[src/rtl/dma_seq_pkg.sv]
package dma_seq_pkg;
  typedef enum logic [1:0] {ST_IDLE, ST_RD, ST_WR, ST_FIN} seq_state_e;

  function automatic logic [3:0] beat_bytes(input logic [1:0] code);
    case (code)
      2'd0:    beat_bytes = 4'd1;
      2'd1:    beat_bytes = 4'd2;
      2'd2:    beat_bytes = 4'd4;
      default: beat_bytes = 4'd0;
    endcase
  endfunction
endpackage

[src/rtl/dma_seq_fsm.sv]
module dma_seq_fsm
  import dma_seq_pkg::*;
(
  input  logic       clk_i,
  input  logic       rst_ni,
  input  logic       act_i,
  input  logic       cfg_ok_i,
  input  logic       mem_ready_i,
  input  logic       last_beat_i,
  output seq_state_e state_o,
  output logic       err_set_o
);
  seq_state_e state_q, state_d;

  always_comb begin
    state_d = state_q;
    unique case (state_q)
      ST_IDLE: if (act_i && cfg_ok_i) state_d = ST_RD;
      ST_RD:   if (mem_ready_i) state_d = ST_WR;
      ST_WR:   if (mem_ready_i) state_d = last_beat_i ? ST_FIN : ST_RD;
      ST_FIN:  state_d = ST_IDLE;
      default: state_d = ST_IDLE;
    endcase
  end

  always_ff @(posedge clk_i or negedge rst_ni) begin
    if (!rst_ni) state_q <= ST_IDLE;
    else         state_q <= state_d;
  end

  assign state_o   = state_q;
  assign err_set_o = (state_q == ST_IDLE) && act_i && !cfg_ok_i;
endmodule

[src/rtl/dma_seq_count.sv]
module dma_seq_count #(
  parameter int unsigned NBW = 16,
  parameter int unsigned IW  = 10
) (
  input  logic           clk_i,
  input  logic           rst_ni,
  input  logic           cfg_we_i,
  input  logic [IW-1:0]  cfg_iter_i,
  input  logic [NBW-1:0] nbytes_i,
  input  logic [3:0]     beat_bytes_i,
  input  logic           minor_start_i,
  input  logic           beat_done_i,
  input  logic           fin_i,
  output logic           last_beat_o,
  output logic [IW-1:0]  iter_o,
  output logic [IW-1:0]  start_o,
  output logic           major_end_o,
  output logic           half_hit_o
);
  localparam logic [IW-1:0] ITER_ONE = IW'(1);

  logic [NBW-1:0] remain_q;
  logic [IW-1:0]  iter_q, start_q, iter_dec;
  logic [NBW-1:0] bb_ext;

  assign bb_ext   = NBW'(beat_bytes_i);
  assign iter_dec = iter_q - ITER_ONE;

  always_ff @(posedge clk_i or negedge rst_ni) begin
    if (!rst_ni) begin
      remain_q <= '0;
    end else if (minor_start_i) begin
      remain_q <= nbytes_i;
    end else if (beat_done_i) begin
      remain_q <= remain_q - bb_ext;
    end
  end

  always_ff @(posedge clk_i or negedge rst_ni) begin
    if (!rst_ni) begin
      iter_q  <= '0;
      start_q <= '0;
    end else if (cfg_we_i) begin
      iter_q  <= cfg_iter_i;
      start_q <= cfg_iter_i;
    end else if (fin_i) begin
      iter_q  <= (iter_q == ITER_ONE) ? start_q : iter_dec;
    end
  end

  assign last_beat_o = (remain_q == bb_ext);
  assign major_end_o = fin_i && (iter_q == ITER_ONE);
  assign half_hit_o  = fin_i && (iter_q != ITER_ONE) && (start_q >= IW'(2)) &&
                       (iter_dec == (start_q >> 1));
  assign iter_o      = iter_q;
  assign start_o     = start_q;
endmodule

[src/rtl/dma_seq_addr.sv]
module dma_seq_addr #(
  parameter int unsigned AW = 32
) (
  input  logic          clk_i,
  input  logic          rst_ni,
  input  logic          cfg_we_i,
  input  logic [AW-1:0] cfg_saddr_i,
  input  logic [AW-1:0] cfg_daddr_i,
  input  logic [AW-1:0] soff_i,
  input  logic [AW-1:0] doff_i,
  input  logic [AW-1:0] slast_i,
  input  logic [AW-1:0] dlast_i,
  input  logic          step_src_i,
  input  logic          step_dst_i,
  input  logic          major_end_i,
  output logic [AW-1:0] saddr_o,
  output logic [AW-1:0] daddr_o
);
  logic [AW-1:0] saddr_q, daddr_q;

  // two's complement add gives signed stepping with wrap
  always_ff @(posedge clk_i or negedge rst_ni) begin
    if (!rst_ni) begin
      saddr_q <= '0;
      daddr_q <= '0;
    end else if (cfg_we_i) begin
      saddr_q <= cfg_saddr_i;
      daddr_q <= cfg_daddr_i;
    end else begin
      if (step_src_i)       saddr_q <= saddr_q + soff_i;
      else if (major_end_i) saddr_q <= saddr_q + slast_i;
      if (step_dst_i)       daddr_q <= daddr_q + doff_i;
      else if (major_end_i) daddr_q <= daddr_q + dlast_i;
    end
  end

  assign saddr_o = saddr_q;
  assign daddr_o = daddr_q;
endmodule

[src/rtl/dma_loop_seq.sv]
module dma_loop_seq
  import dma_seq_pkg::*;
#(
  parameter int unsigned AW  = 32,
  parameter int unsigned DW  = 32,
  parameter int unsigned NBW = 16,
  parameter int unsigned IW  = 10,
  parameter int unsigned CW  = 5
) (
  input  logic           clk_i,
  input  logic           rst_ni,
  input  logic           cfg_we_i,
  input  logic [AW-1:0]  cfg_saddr_i,
  input  logic [AW-1:0]  cfg_daddr_i,
  input  logic [AW-1:0]  cfg_soff_i,
  input  logic [AW-1:0]  cfg_doff_i,
  input  logic [AW-1:0]  cfg_slast_i,
  input  logic [AW-1:0]  cfg_dlast_i,
  input  logic [1:0]     cfg_size_i,
  input  logic [NBW-1:0] cfg_nbytes_i,
  input  logic [IW-1:0]  cfg_iter_i,
  input  logic           cfg_minor_link_i,
  input  logic           cfg_major_link_i,
  input  logic [CW-1:0]  cfg_link_ch_i,
  input  logic           cfg_half_en_i,
  input  logic           cfg_major_en_i,
  input  logic           sw_start_i,
  input  logic           chain_in_i,
  input  logic           hw_req_i,
  output logic           mem_req_o,
  output logic           mem_we_o,
  output logic [AW-1:0]  mem_addr_o,
  output logic [1:0]     mem_size_o,
  output logic [DW-1:0]  mem_wdata_o,
  input  logic           mem_ready_i,
  input  logic [DW-1:0]  mem_rdata_i,
  output logic           busy_o,
  output logic [IW-1:0]  cur_iter_o,
  output logic           int_half_o,
  output logic           int_major_o,
  output logic           chain_req_o,
  output logic [CW-1:0]  chain_ch_o,
  output logic           err_o
);
  // descriptor fields held for the channel
  logic [AW-1:0]  soff_q, doff_q, slast_q, dlast_q;
  logic [1:0]     size_q;
  logic [NBW-1:0] nbytes_q;
  logic           mlink_q, jlink_q, half_en_q, major_en_q;
  logic [CW-1:0]  link_ch_q;
  logic           err_q;
  logic [DW-1:0]  buf_q;

  seq_state_e     state;
  logic           act, cfg_ok, err_set, misalign;
  logic           rd_done, wr_done, minor_start, fin;
  logic           last_beat, major_end, half_hit;
  logic [3:0]     bb;
  logic [IW-1:0]  start_cnt;
  logic [AW-1:0]  saddr, daddr;

  always_ff @(posedge clk_i or negedge rst_ni) begin
    if (!rst_ni) begin
      soff_q     <= '0;
      doff_q     <= '0;
      slast_q    <= '0;
      dlast_q    <= '0;
      size_q     <= '0;
      nbytes_q   <= '0;
      mlink_q    <= 1'b0;
      jlink_q    <= 1'b0;
      half_en_q  <= 1'b0;
      major_en_q <= 1'b0;
      link_ch_q  <= '0;
    end else if (cfg_we_i) begin
      soff_q     <= cfg_soff_i;
      doff_q     <= cfg_doff_i;
      slast_q    <= cfg_slast_i;
      dlast_q    <= cfg_dlast_i;
      size_q     <= cfg_size_i;
      nbytes_q   <= cfg_nbytes_i;
      mlink_q    <= cfg_minor_link_i;
      jlink_q    <= cfg_major_link_i;
      half_en_q  <= cfg_half_en_i;
      major_en_q <= cfg_major_en_i;
      link_ch_q  <= cfg_link_ch_i;
    end
  end

  assign bb       = beat_bytes(size_q);
  assign misalign = ((size_q == 2'd1) && nbytes_q[0]) ||
                    ((size_q == 2'd2) && (nbytes_q[1:0] != 2'b00));
  assign cfg_ok   = (size_q != 2'd3) && (nbytes_q != '0) && !misalign &&
                    (start_cnt != '0);
  assign act      = sw_start_i | chain_in_i | hw_req_i;

  dma_seq_fsm u_fsm (
    .clk_i       (clk_i),
    .rst_ni      (rst_ni),
    .act_i       (act),
    .cfg_ok_i    (cfg_ok),
    .mem_ready_i (mem_ready_i),
    .last_beat_i (last_beat),
    .state_o     (state),
    .err_set_o   (err_set)
  );

  assign rd_done     = (state == ST_RD) && mem_ready_i;
  assign wr_done     = (state == ST_WR) && mem_ready_i;
  assign minor_start = (state == ST_IDLE) && act && cfg_ok;
  assign fin         = (state == ST_FIN);

  dma_seq_count #(.NBW(NBW), .IW(IW)) u_cnt (
    .clk_i         (clk_i),
    .rst_ni        (rst_ni),
    .cfg_we_i      (cfg_we_i),
    .cfg_iter_i    (cfg_iter_i),
    .nbytes_i      (nbytes_q),
    .beat_bytes_i  (bb),
    .minor_start_i (minor_start),
    .beat_done_i   (wr_done),
    .fin_i         (fin),
    .last_beat_o   (last_beat),
    .iter_o        (cur_iter_o),
    .start_o       (start_cnt),
    .major_end_o   (major_end),
    .half_hit_o    (half_hit)
  );

  dma_seq_addr #(.AW(AW)) u_addr (
    .clk_i       (clk_i),
    .rst_ni      (rst_ni),
    .cfg_we_i    (cfg_we_i),
    .cfg_saddr_i (cfg_saddr_i),
    .cfg_daddr_i (cfg_daddr_i),
    .soff_i      (soff_q),
    .doff_i      (doff_q),
    .slast_i     (slast_q),
    .dlast_i     (dlast_q),
    .step_src_i  (rd_done),
    .step_dst_i  (wr_done),
    .major_end_i (major_end),
    .saddr_o     (saddr),
    .daddr_o     (daddr)
  );

  always_ff @(posedge clk_i or negedge rst_ni) begin
    if (!rst_ni)      buf_q <= '0;
    else if (rd_done) buf_q <= mem_rdata_i;
  end

  always_ff @(posedge clk_i or negedge rst_ni) begin
    if (!rst_ni)       err_q <= 1'b0;
    else if (cfg_we_i) err_q <= 1'b0;
    else if (err_set)  err_q <= 1'b1;
  end

  assign mem_req_o   = (state == ST_RD) || (state == ST_WR);
  assign mem_we_o    = (state == ST_WR);
  assign mem_addr_o  = (state == ST_WR) ? daddr : saddr;
  assign mem_size_o  = size_q;
  assign mem_wdata_o = buf_q;

  assign busy_o      = (state != ST_IDLE);
  assign int_half_o  = half_hit && half_en_q;
  assign int_major_o = major_end && major_en_q;
  assign chain_req_o = fin && (major_end ? jlink_q : mlink_q);
  assign chain_ch_o  = link_ch_q;
  assign err_o       = err_q;
endmodule

[config.mk]
export PLATFORM = sky130hd
export DESIGN_NAME = dma_loop_seq
export DESIGN_NICKNAME = d
export VERILOG_FILES = /design/src/rtl/dma_seq_pkg.sv /design/src/rtl/dma_seq_fsm.sv /design/src/rtl/dma_seq_count.sv /design/src/rtl/dma_seq_addr.sv /design/src/rtl/dma_loop_seq.sv
export SDC_FILE = /design/constraint.sdc
export NUM_CORES = 1
export LEC_CHECK = 0
export BUFFER_PORTS_ARGS = -buffer_cell sky130_fd_sc_hd__clkbuf_2
export CORE_ASPECT_RATIO = 1.1
export CORE_MARGIN = 2
export CORE_UTILIZATION = 40
export CTS_CLUSTER_SIZE = 24
export DETAILED_ROUTE_END_ITERATION = 16
export GPL_TIMING_DRIVEN = 0
export HOLD_SLACK_MARGIN = 0.03
export SLEW_MARGIN = 20
export SYNTH_ARGS = -nofsm -noshare
export SYNTH_HDL_FRONTEND = slang
export SYNTH_SLANG_ARGS = --single-unit
[constraint.sdc]
create_clock -name clk_i -period 6.59 [get_ports clk_i]
set_clock_uncertainty 0.2 [all_clocks]
set_input_delay 0.3295 -clock clk_i [delete_from_list [all_inputs] [get_ports clk_i]]
set_output_delay 0.3295 -clock clk_i [all_outputs]
set_load 0.05 [all_outputs]
==> flow_summary.ini, run 1 <==
[flow_run]
drv_cap = 0

[detailed_routing]
ant_nets = 0
drtPass1Iterations = 7
drc = 0
wl_per_cell_um = 20.8
drt_iter0_drc = 709
routed_wirelength_um = 59700
vias_per_cell = 5.36
vias = 15300

[status]
status = finished clean

[synth]
synthXorXnorAreaFrac = 0.0344
synth_cell_types = 76
syn_area_per_cell_um2 = 10.6
ys_ff_latch = 290
synthSimpleGateAreaFrac = 0.102
async_flop_share = 1.00
yosys_most_used_dff = dfrtp_1
seq_area_frac_synth = 0.425
synth_edf_count = 0
synthMuxAreaShare = 0.208
syn_area_um2 = 17100
synth_top_family_by_area = multiplexers
synth_cells = 1609
synth_nets = 1958
synth_compound_area_frac = 0.142
synth_fa_ha_area_frac = 0.0607
yosysWarnings = 0

[place]
dp.cells = 2534
dp_hpwl_um = 44200
gp_congestion = 0.924
io_buffers = 354

[clock_tree]
clk_latency_ps = 560
cts_tree = built
cts_sinks = 290
clockBufferDepth = 3
clk_pin_slew_worst_paths_ps = 60
postCtsSetupRepairBufs = 0
ctsRootBufferMaster = clkbuf_16
post_cts_resized = 0
h-tree-depth = 2
cts_hold_buf = 265
numCtsBuffers = 34

[setup_path]
worstSetupEndpointType = register
crit_path_start_kind = register
criticalPathCategory = reg -> reg
timing.rr.end = u_addr.daddr_o[29]
r2r_slack_ps = 850
worstPathRequired_ps = 6800
cpPeakStageDelay_ps = 670
reg2reg_depth = 16
crit_slowest_cell = a31oi_1
r2r-start = u_fsm.state_o[0]
path_max_fanout = 10
worstPathCellList = inv_1 -> ha_1 -> buf_2 -> nand2_1 -> clkbuf_1 -> buf_1 -> mux2_2 -> ha_1 -> a21oi_1 -> nor2b_1 -> a221oi_1 -> o31ai_2 -> a31oi_1 -> o21ai_1 -> a21oi_1 -> o211ai_1
critical_path_arrival_ps = 5950

[timing]
fmax_ghz = 0.174
min_period_ps = 5740
rsz0062_at_grt = no
fin_crit_sh = 0.872
setup_viol = 0
final.setup.tns_ps = 0
tightest_slew_ps = 1010
drv_slew = 0
hold_violations = 0
slew_headroom = 0.326

[pwr]
ir_worst_vdd_mv = 0.264
swShare = 0.437
seq_power_share = 0.277
power_frac_comb = 0.495
finalPower_mw = 8.93
p_switching_mw = 3.90
clkPwrFrac = 0.227
p_int_mw = 5.03
p_per_area_nw_per_um2 = 380
power.leakage_nw = 10.5

[global_route]
grt_usage = 0.267
grt_max_degree = 88
grt_pass1_wl_um = 91100
antenna_found_initial = 8
gr-total-overflow = 0
grt_pass1_vias = 15900

[floorplan]
rows = 79
core-area_um2 = 42200
dieArea_um2 = 44300
chipHeight_um = 221
start_util = 0.404
ioPinCount = 356
dieWidth_um = 201

[layout]
instances_no_fill = 2865
synthToLayoutAreaGrowth_pct = 37.9
final_nets = 2617
nFillCells = 3725
layout_common_cells = clkbuf_2 (354), mux2_2 (304), dfrtp_1 (290), dlygate4sd3_1 (265), a21oi_1 (112)
layout_commonest_cell = clkbuf_2
layout-drive-gt1-share = 0.326

[worst_hold_path]
hold_path_class = in -> async
critical path: cells and delay by family (launching register included):
kind                       cells  cell delay (ps)
and+or+nand+nor                2              480
AOI/OAI and AO/OA              7             2060
DFF                            1              400
adders and majority gates      2              570
muxes                          1              430
buffers and inverters          4             1450
cells by family after synthesis:
family / after synthesis
AO/OA/AOI/OAI: 375
XOR/XNOR: 67
adder cells (fa/ha/maj): 81
buffers and inverters: 119
flip-flops: 290
multiplexers: 316
AND/OR/NAND/NOR: 361
metal layers:
metal | global-route usage | share of wire
met2 | 0.456 | 0.48
met1 | 0.326 | 0.42
met3 | 0.0409 | 0.043
met4 | 0.146 | 0.056
met5 | 0 | 0.00040
worst max path at each step:
stage                         end  slack (ps)        startpoint  depth (start not counted)
2_1_floorplan  u_addr.daddr_o[31]        2040  u_fsm.state_o[0]                         15
3_3_place_gp          slast_q[25]       -1310            rst_ni                          1
3_5_place_dp   u_addr.daddr_o[29]         900  u_fsm.state_o[0]                         16
4_1_cts        u_addr.daddr_o[29]         830  u_fsm.state_o[0]                         16
5_1_grt        u_addr.daddr_o[29]         560  u_fsm.state_o[0]                         16
6_report       u_addr.daddr_o[29]         850  u_fsm.state_o[0]                         16
synthesized netlist by cell type, types with 11 or more instances:
master | number | area [um^2]
a21o_1 | 27 | 203
a21oi_1 | 112 | 561
and3_1 | 16 | 100
buf_1 | 14 | 52.6
clkbuf_1 | 57 | 214
dfrtp_1 | 290 | 7260
ha_1 | 78 | 976
inv_1 | 36 | 135
mux2_2 | 304 | 3420
mux2i_1 | 12 | 120
nand2_1 | 110 | 413
nand3_1 | 20 | 100
nand4_1 | 21 | 131
nor2_1 | 92 | 345
nor3_1 | 28 | 140
nor4_1 | 13 | 81.3
o211ai_1 | 17 | 128
o21a_1 | 27 | 203
o21ai_0 | 85 | 425
o21bai_1 | 11 | 82.6
or3_1 | 14 | 87.6
xnor2_1 | 38 | 333
xor2_1 | 29 | 254
flip-flops by register name, summed over array words and instances (netlist names), 2 cells and up:
| register | count |
|---|---|
| soff_q | 32 |
| u_cnt.iter_o | 10 |
| u_fsm.state_o | 2 |
| slast_q | 32 |
| chain_ch_o | 5 |
| mem_wdata_o | 32 |
| dlast_q | 32 |
| u_addr.saddr_o | 32 |
| u_cnt.start_o | 10 |
| mem_size_o | 2 |
| nbytes_q | 16 |
| u_cnt.remain_q | 16 |
| u_addr.daddr_o | 32 |
| doff_q | 32 |
through the flow:
step	util	worst slack, ps	cell area (um^2)	hold WS [ps]
4_1_cts	0.557	826	23500	34.2
2_1_floorplan	-	2040	17100	-166
3_3_place_gp	0.463	-1310	19500	282
5_1_grt	0.557	559	23500	56.6
6_report	0.557	845	23500	54.6
3_5_place_dp	0.466	897	19700	46.4
area by class of cell:
class / instances / area [um^2] / share of cell area
clock buffers: 47 / 981 / 0.0417
flip-flops and latches: 290 / 7260 / 0.309
clock inverters: 13 / 203 / 0.00862
repair buffers: 623 / 4540 / 0.193
multi-input cells: 1200 / 9340 / 0.397
well taps: 567 / 709 / 0.0302
inverters: 36 / 135 / 0.00575
plain buffers: 83 / 335 / 0.0143
diodes: 6 / 15.0 / 0.000639
power groups by stage:
stage               Sequential, mW  Clock [mW]  Combinational, mW
floorplan                     2.80           0               2.76
global placement              2.48           0               4.20
detailed placement            2.49           0               4.25
CTS                           2.47        2.08               4.40
global route                  2.52        2.14               4.78
finish                        2.48        2.03               4.42
No activity file was read; power rests on OpenSTA's default activity.
==> run 2: changes to the inputs <==
==> constraint.sdc (replaced) <==
create_clock -name clk_i -period 6.9 [get_ports clk_i]
set_clock_uncertainty 0.2 [all_clocks]
set_input_delay 0.345 -clock clk_i [delete_from_list [all_inputs] [get_ports clk_i]]
set_output_delay 0.345 -clock clk_i [all_outputs]
set_load 0.05 [all_outputs]
==> run 2 against run 1 <==
  * Power decreased by 4.5%
  * Global-route usage about the same
  * Clock power decreased by 4%
  * Sequential power decreased by 4%
  * Non-clock buffer count decreased by 3
  * Cell count decreased by 0.14%
  * Utilization decreased by 0.077 points
  * Worst hold slack improved by 7.2 ps
  * Die area unchanged
  * Maximum frequency increased by 0.15%
  * Critical path type unchanged
==> flow_summary.ini, run 2 (synthesis results as in run 1) <==
[detailed_routing]
drt_iter0_drc = 637
wl_per_cell_um = 20.8
vias = 15300
routed_wirelength_um = 59600
drtPass1Iterations = 5
vias_per_cell = 5.36
ant_nets = 0
drc = 0

[global_route]
grt_pass1_wl_um = 91000
gr-total-overflow = 0
grt_usage = 0.267
grt_max_degree = 88
busiest_layer = met2
met1_usage = 0.327
use_met3 = 0.0401
antenna_found_initial = 6
use_met2 = 0.458
grt_pass1_vias = 15900

[pwr]
power.leakage_nw = 10.5
p_per_area_nw_per_um2 = 363
ir_worst_vdd_mv = 0.252

[flow_run]
drv_cap = 0

[place]
dp_hpwl_um = 44200
io_buffers = 354
dp.cells = 2534
gp_congestion = 0.924

[worst_hold_path]
hold_end = u_fsm.state_o[1]
min_path_cells = 3
hp-start = mem_ready_i
hold_path_class = in -> reg

[layout]
layout_commonest_cell = clkbuf_2
post-route-util = 0.556
layout-drive-gt1-share = 0.327
synthToLayoutAreaGrowth_pct = 37.7
instances_no_fill = 2861
layout_common_cells = clkbuf_2 (354), mux2_2 (304), dfrtp_1 (290), dlygate4sd3_1 (262), a21oi_1 (112)
final_nets = 2614

[timing]
final.setup.tns_ps = 0
fin_crit_sh = 0.831
min_period_ps = 5740
hold_violations = 0
slew_headroom = 0.312
tightest_slew_ps = 1030
fmax_ghz = 0.174
rsz0062_at_grt = no
setup_viol = 0
drv_slew = 0

[clock_tree]
clk_latency_ps = 560
cts_tree = built
post_cts_resized = 0
clk_pin_slew_worst_paths_ps = 60
cts_sinks = 290
ctsRootBufferMaster = clkbuf_16
cts_hold_buf = 262
clockBufferDepth = 3
h-tree-depth = 2
postCtsSetupRepairBufs = 0
numCtsBuffers = 34

[floorplan]
dieWidth_um = 201
rows = 79
ioPinCount = 356
dieArea_um2 = 44300
chipHeight_um = 221
start_util = 0.404
core-area_um2 = 42200

[status]
status = finished clean

[setup_path]
criticalPathCategory = reg -> reg
timing.rr.end = u_addr.daddr_o[29]
worstPathRequired_ps = 7110
reg2reg_depth = 15
r2r-start = u_fsm.state_o[0]
worstSetupEndpointType = register
crit_path_start_kind = register
critical_path_arrival_ps = 5940
r2r_slack_ps = 1160
path_max_fanout = 10
[run 2: cell types whose count changed in the layout (fill, tap and decap cells not counted), sizes merged]
| cell | before | now |
|---|---|---|
| diode | 6 | 5 |
| dlygate4sd3 | 265 | 262 |
[run 2: area by class of cell]
class,instances,area (um^2)
buffer,83,335
clock inverter,13,203
multi-input combinational,1200,9340
tap,567,709
sequential,290,7260
antenna,5,12.5
timing repair buffer,620,4510
clock buffer,47,981
fill,3731,18700
inverter,36,135
[run 2: critical path, cell delays in order, from the launching register on]
cell and delay (ps):
dfrtp_1 410, inv_1 110, ha_1 220, buf_2 210, nand2_1 370, clkbuf_1 550, buf_1 680, mux2_2 460
ha_1 320, a21oi_1 290, o21a_1 260, o31ai_2 110, a31oi_1 660, o21ai_1 270, a21oi_1 320, o211ai_1 140
[run 2: worst max path at each step]
stage,cells after the start,startpoint,endpoint
6_report,15,u_fsm.state_o[0],u_addr.daddr_o[29]
2_1_floorplan,15,u_fsm.state_o[0],u_addr.daddr_o[31]
3_5_place_dp,16,u_fsm.state_o[0],u_addr.daddr_o[29]
3_3_place_gp,1,rst_ni,slast_q[25]
5_1_grt,16,u_fsm.state_o[0],u_addr.daddr_o[29]
4_1_cts,16,u_fsm.state_o[0],u_addr.daddr_o[29]
[run 2: metal layers]
| metal | routed length [um] | up-vias | part of all wire |
|---|---|---|---|
| li1 | - | 7218 | - |
| met1 | 24800 | 7492 | 0.42 |
| met2 | 28900 | 476 | 0.48 |
| met3 | 2710 | 150 | 0.045 |
| met4 | 3200 | 2 | 0.054 |
| met5 | 13 | - | 0.00022 |
[run 2: stage by stage]
step	hold slack (ps)	setup slack (ps)	power, mW	instance area (um^2)
floorplan	-151	2350	5.31	17100
CTS	32.4	1140	8.54	23500
global route	72.9	869	9.01	23500
global placement	282	-1020	6.38	19500
finish	61.8	1160	8.53	23500
detailed placement	61.9	1210	6.44	19700
[run 2: power by group]
| group | switching [mW] | internal [mW] | leakage, nW |
|---|---|---|---|
| logic | 2.66 | 1.56 | 6.50 |
| clock network | 0.757 | 1.18 | 0.577 |
| registers | 0.306 | 2.06 | 3.38 |
==> run 3: changes to the inputs <==
--- a/config.mk
+++ b/config.mk
@@ -5,6 +5,7 @@
 export SDC_FILE = /design/constraint.sdc
 export NUM_CORES = 1
 export LEC_CHECK = 0
+export ABC_AREA = 1
 export BUFFER_PORTS_ARGS = -buffer_cell sky130_fd_sc_hd__clkbuf_2
 export CORE_ASPECT_RATIO = 1.1
 export CORE_MARGIN = 2
==> constraint.sdc (replaced) <==
create_clock -name clk_i -period 5.8 [get_ports clk_i]
set_clock_uncertainty 0.2 [all_clocks]
set_input_delay 0.29 -clock clk_i [delete_from_list [all_inputs] [get_ports clk_i]]
set_output_delay 0.29 -clock clk_i [all_outputs]
set_load 0.05 [all_outputs]
==> run 3 against run 2 <==
  * Maximum frequency rose by 18%
  * Sequential power up 29%
  * Critical endpoint is now u_addr.daddr_o[28]
  * Sequential share of layout area down 1.8 points
  * Count of clock-buffer cells in the layout up 7
  * Via count increased by 30%
  * Largest cell class unchanged
  * Synthesized cell count increased by 70%
  * Sequential cell count stayed put
  * First-iteration DRC count up 100%
  * Highest routed layer is now met4
  * Largest power group unchanged
  * Critical path depth increased by 6
  * Utilization shrank 1.0 points
  * Non-clock buffer count grew 12
  * Combinational power up 60%
==> flow_summary.ini, run 3 <==
[global_route]
antenna_found_initial = 5
grt_pass1_vias = 19800
grt_pass1_wl_um = 111000
gr-total-overflow = 0
grt_usage = 0.300
grt_max_degree = 89

[synth]
synth.area.top_cells = dfrtp_1 (39%), nand2_1 (22%), inv_1 (7.8%)
synth_nets = 3088
seq_area_frac_synth = 0.391
yosysWarnings = 0
synth_edf_count = 0
synth_commonest_cells = nand2_1 (1100), inv_1 (387), dfrtp_1 (290)
yosys_most_used_dff = dfrtp_1
synth_cells = 2739
yosysTopAreaCellShare = 0.391
syn_area_um2 = 18600
synth_cell_types = 41
async_flop_share = 1.00
synth_area_leader_cell = dfrtp_1
ys_ff_latch = 290
yosysMostFrequentCell = nand2_1
syn_area_per_cell_um2 = 6.78

[detailed_routing]
wl_per_cell_um = 18.0
routed_wirelength_um = 72200
drtPass1Iterations = 8
drc = 0
ant_nets = 0
drt_iter0_drc = 1274
vias_per_cell = 4.97
vias = 20000

[layout]
synthToLayoutAreaGrowth_pct = 34.3
post-route-util = 0.546
layout_commonest_cell = nand2_1
final_nets = 3746
layout-drive-gt1-share = 0.144
layout_common_cells = nand2_1 (1100), inv_1 (387), clkbuf_2 (354), dfrtp_1 (290), dlygate4sd3_1 (264)
nFillCells = 4424

[floorplan]
core-area_um2 = 45700
rows = 82
start_util = 0.407
ioPinCount = 356
dieArea_um2 = 48100
dieWidth_um = 209
chipHeight_um = 230

[flow_run]
drv_cap = 0

[place]
io_buffers = 354
dp_hpwl_um = 54800
gp_congestion = 1.01
place_ws_ps = 979

[status]
status = finished clean

[clock_tree]
numCtsBuffers = 35
clk_latency_ps = 560
cts_tree = built
ctsRootBufferMaster = clkbuf_16
clockBufferDepth = 3
h-tree-depth = 2
clk_pin_slew_worst_paths_ps = 60
postCtsSetupRepairBufs = 0
cts_sinks = 290

[setup_path]
critical_path_arrival_ps = 5120
crit_path_start_kind = register
r2r_slack_ps = 930
criticalPathCategory = reg -> reg
worstPathRequired_ps = 6050
worstSetupEndpointType = register
path_max_fanout = 10

[timing]
fmax_ghz = 0.205
whs_ps = 68.8
fin_ws_ps = 928
hold_violations = 0
min_period_ps = 4870
fin_crit_sh = 0.840
slew_headroom = 0.225
drv_slew = 0
tightest_slew_ps = 1160
setup_viol = 0
rsz0062_at_grt = no

[pwr]
p_per_area_nw_per_um2 = 481
ir_worst_vdd_mv = 0.560
power.leakage_nw = 13.8

[worst_hold_path]
hold_path_class = in -> async
==> run 3: final cells by class <==
cell class,instances,area (um^2),share of cell area
Antenna cell,4,10.0,0.000401
Buffer,94,425,0.0171
Clock buffer,54,1050,0.0421
Clock inverter,6,70.1,0.00281
Inverter,392,1470,0.0590
Multi-Input combinational cell,1963,9410,0.377
Sequential cell,290,7260,0.291
Tap cell,588,736,0.0295
Timing Repair Buffer,621,4510,0.181
==> run 3: critical path, cell delays in order, from the launching register on <==
cell and delay [ps]:
dfrtp_1 400, inv_1 110, ha_1 220, buf_2 210
nand2_2 250, clkbuf_1 580, clkbuf_1 620, nand2_1 90
o21ai_0 170, ha_1 280, inv_1 70, fa_1 410
inv_1 120, nand3_1 80, nand3_1 170, nand3_1 90
nand3_1 170, nand2_1 140, nand3_1 120, nand3_1 100
nand2_1 100, nand2_1 50
==> run 3: routing by layer <==
metal / GRT usage / routed length (um) / up-vias
li1: - / - / 9815
met1: 0.396 / 31900 / 9291
met2: 0.495 / 32900 / 700
met3: 0.0507 / 4660 / 149
met4: 0.108 / 2770 / 0
met5: 0 / 0 / -
==> run 3: timing repair <==
item                                    CTS  global route
endpoints found under the hold margin   494             0
hold buffers                            264             0
resized for setup                         0             0
endpoints found under the setup margin    0             0
==> run 3: worst paths after layout <==
| path | start | end | cells past startpoint |
|---|---|---|---|
| worst max-delay path | u_fsm.state_o[0] | u_addr.daddr_o[28] | 21 |
| worst min-delay path | rst_ni | nbytes_q[8] | 2 |
| worst max register to register | u_fsm.state_o[0] | u_addr.daddr_o[28] | 21 |
| worst min register to register | slast_q[4] | slast_q[4] | 2 |
| max in group asynchronous | rst_ni | doff_q[26] | 3 |
| min in group clk_i | mem_ready_i | u_fsm.state_o[0] | 5 |
==> run 3: power by group <==
| part | switching (mW) | internal [mW] | leakage (nW) |
|---|---|---|---|
| combinational | 4.70 | 2.04 | 9.71 |
| sequential | 0.520 | 2.53 | 3.49 |
| clock | 0.916 | 1.29 | 0.550 |
| total | 6.14 | 5.86 | 13.8 |
==> run 3: kinds of logic (layout without fill, tap and decap cells) <==
kind of cell | count (synthesis) | after routing | share of synthesized area
buf+inv | 486 | 1167 | 0.102
compound gates | 365 | 365 | 0.106
mux | 32 | 32 | 0.0194
xor+xnor | 44 | 44 | 0.0208
fa+ha+maj | 81 | 81 | 0.0558
other cells | 0 | 4 | 0
flops | 290 | 290 | 0.391
simple gates | 1441 | 1441 | 0.305
==> run 3: metrics by stage <==
stage	cell area [um^2]	TNS (ps)	total power, mW	cells
floorplan	18600	0	7.58	2739
global placement	21100	-614090	9.49	3681
global route	24900	0	12.9	4012
CTS	24900	0	11.9	4008
finish	24900	0	12.0	4012
detailed placement	21200	0	9.55	3684
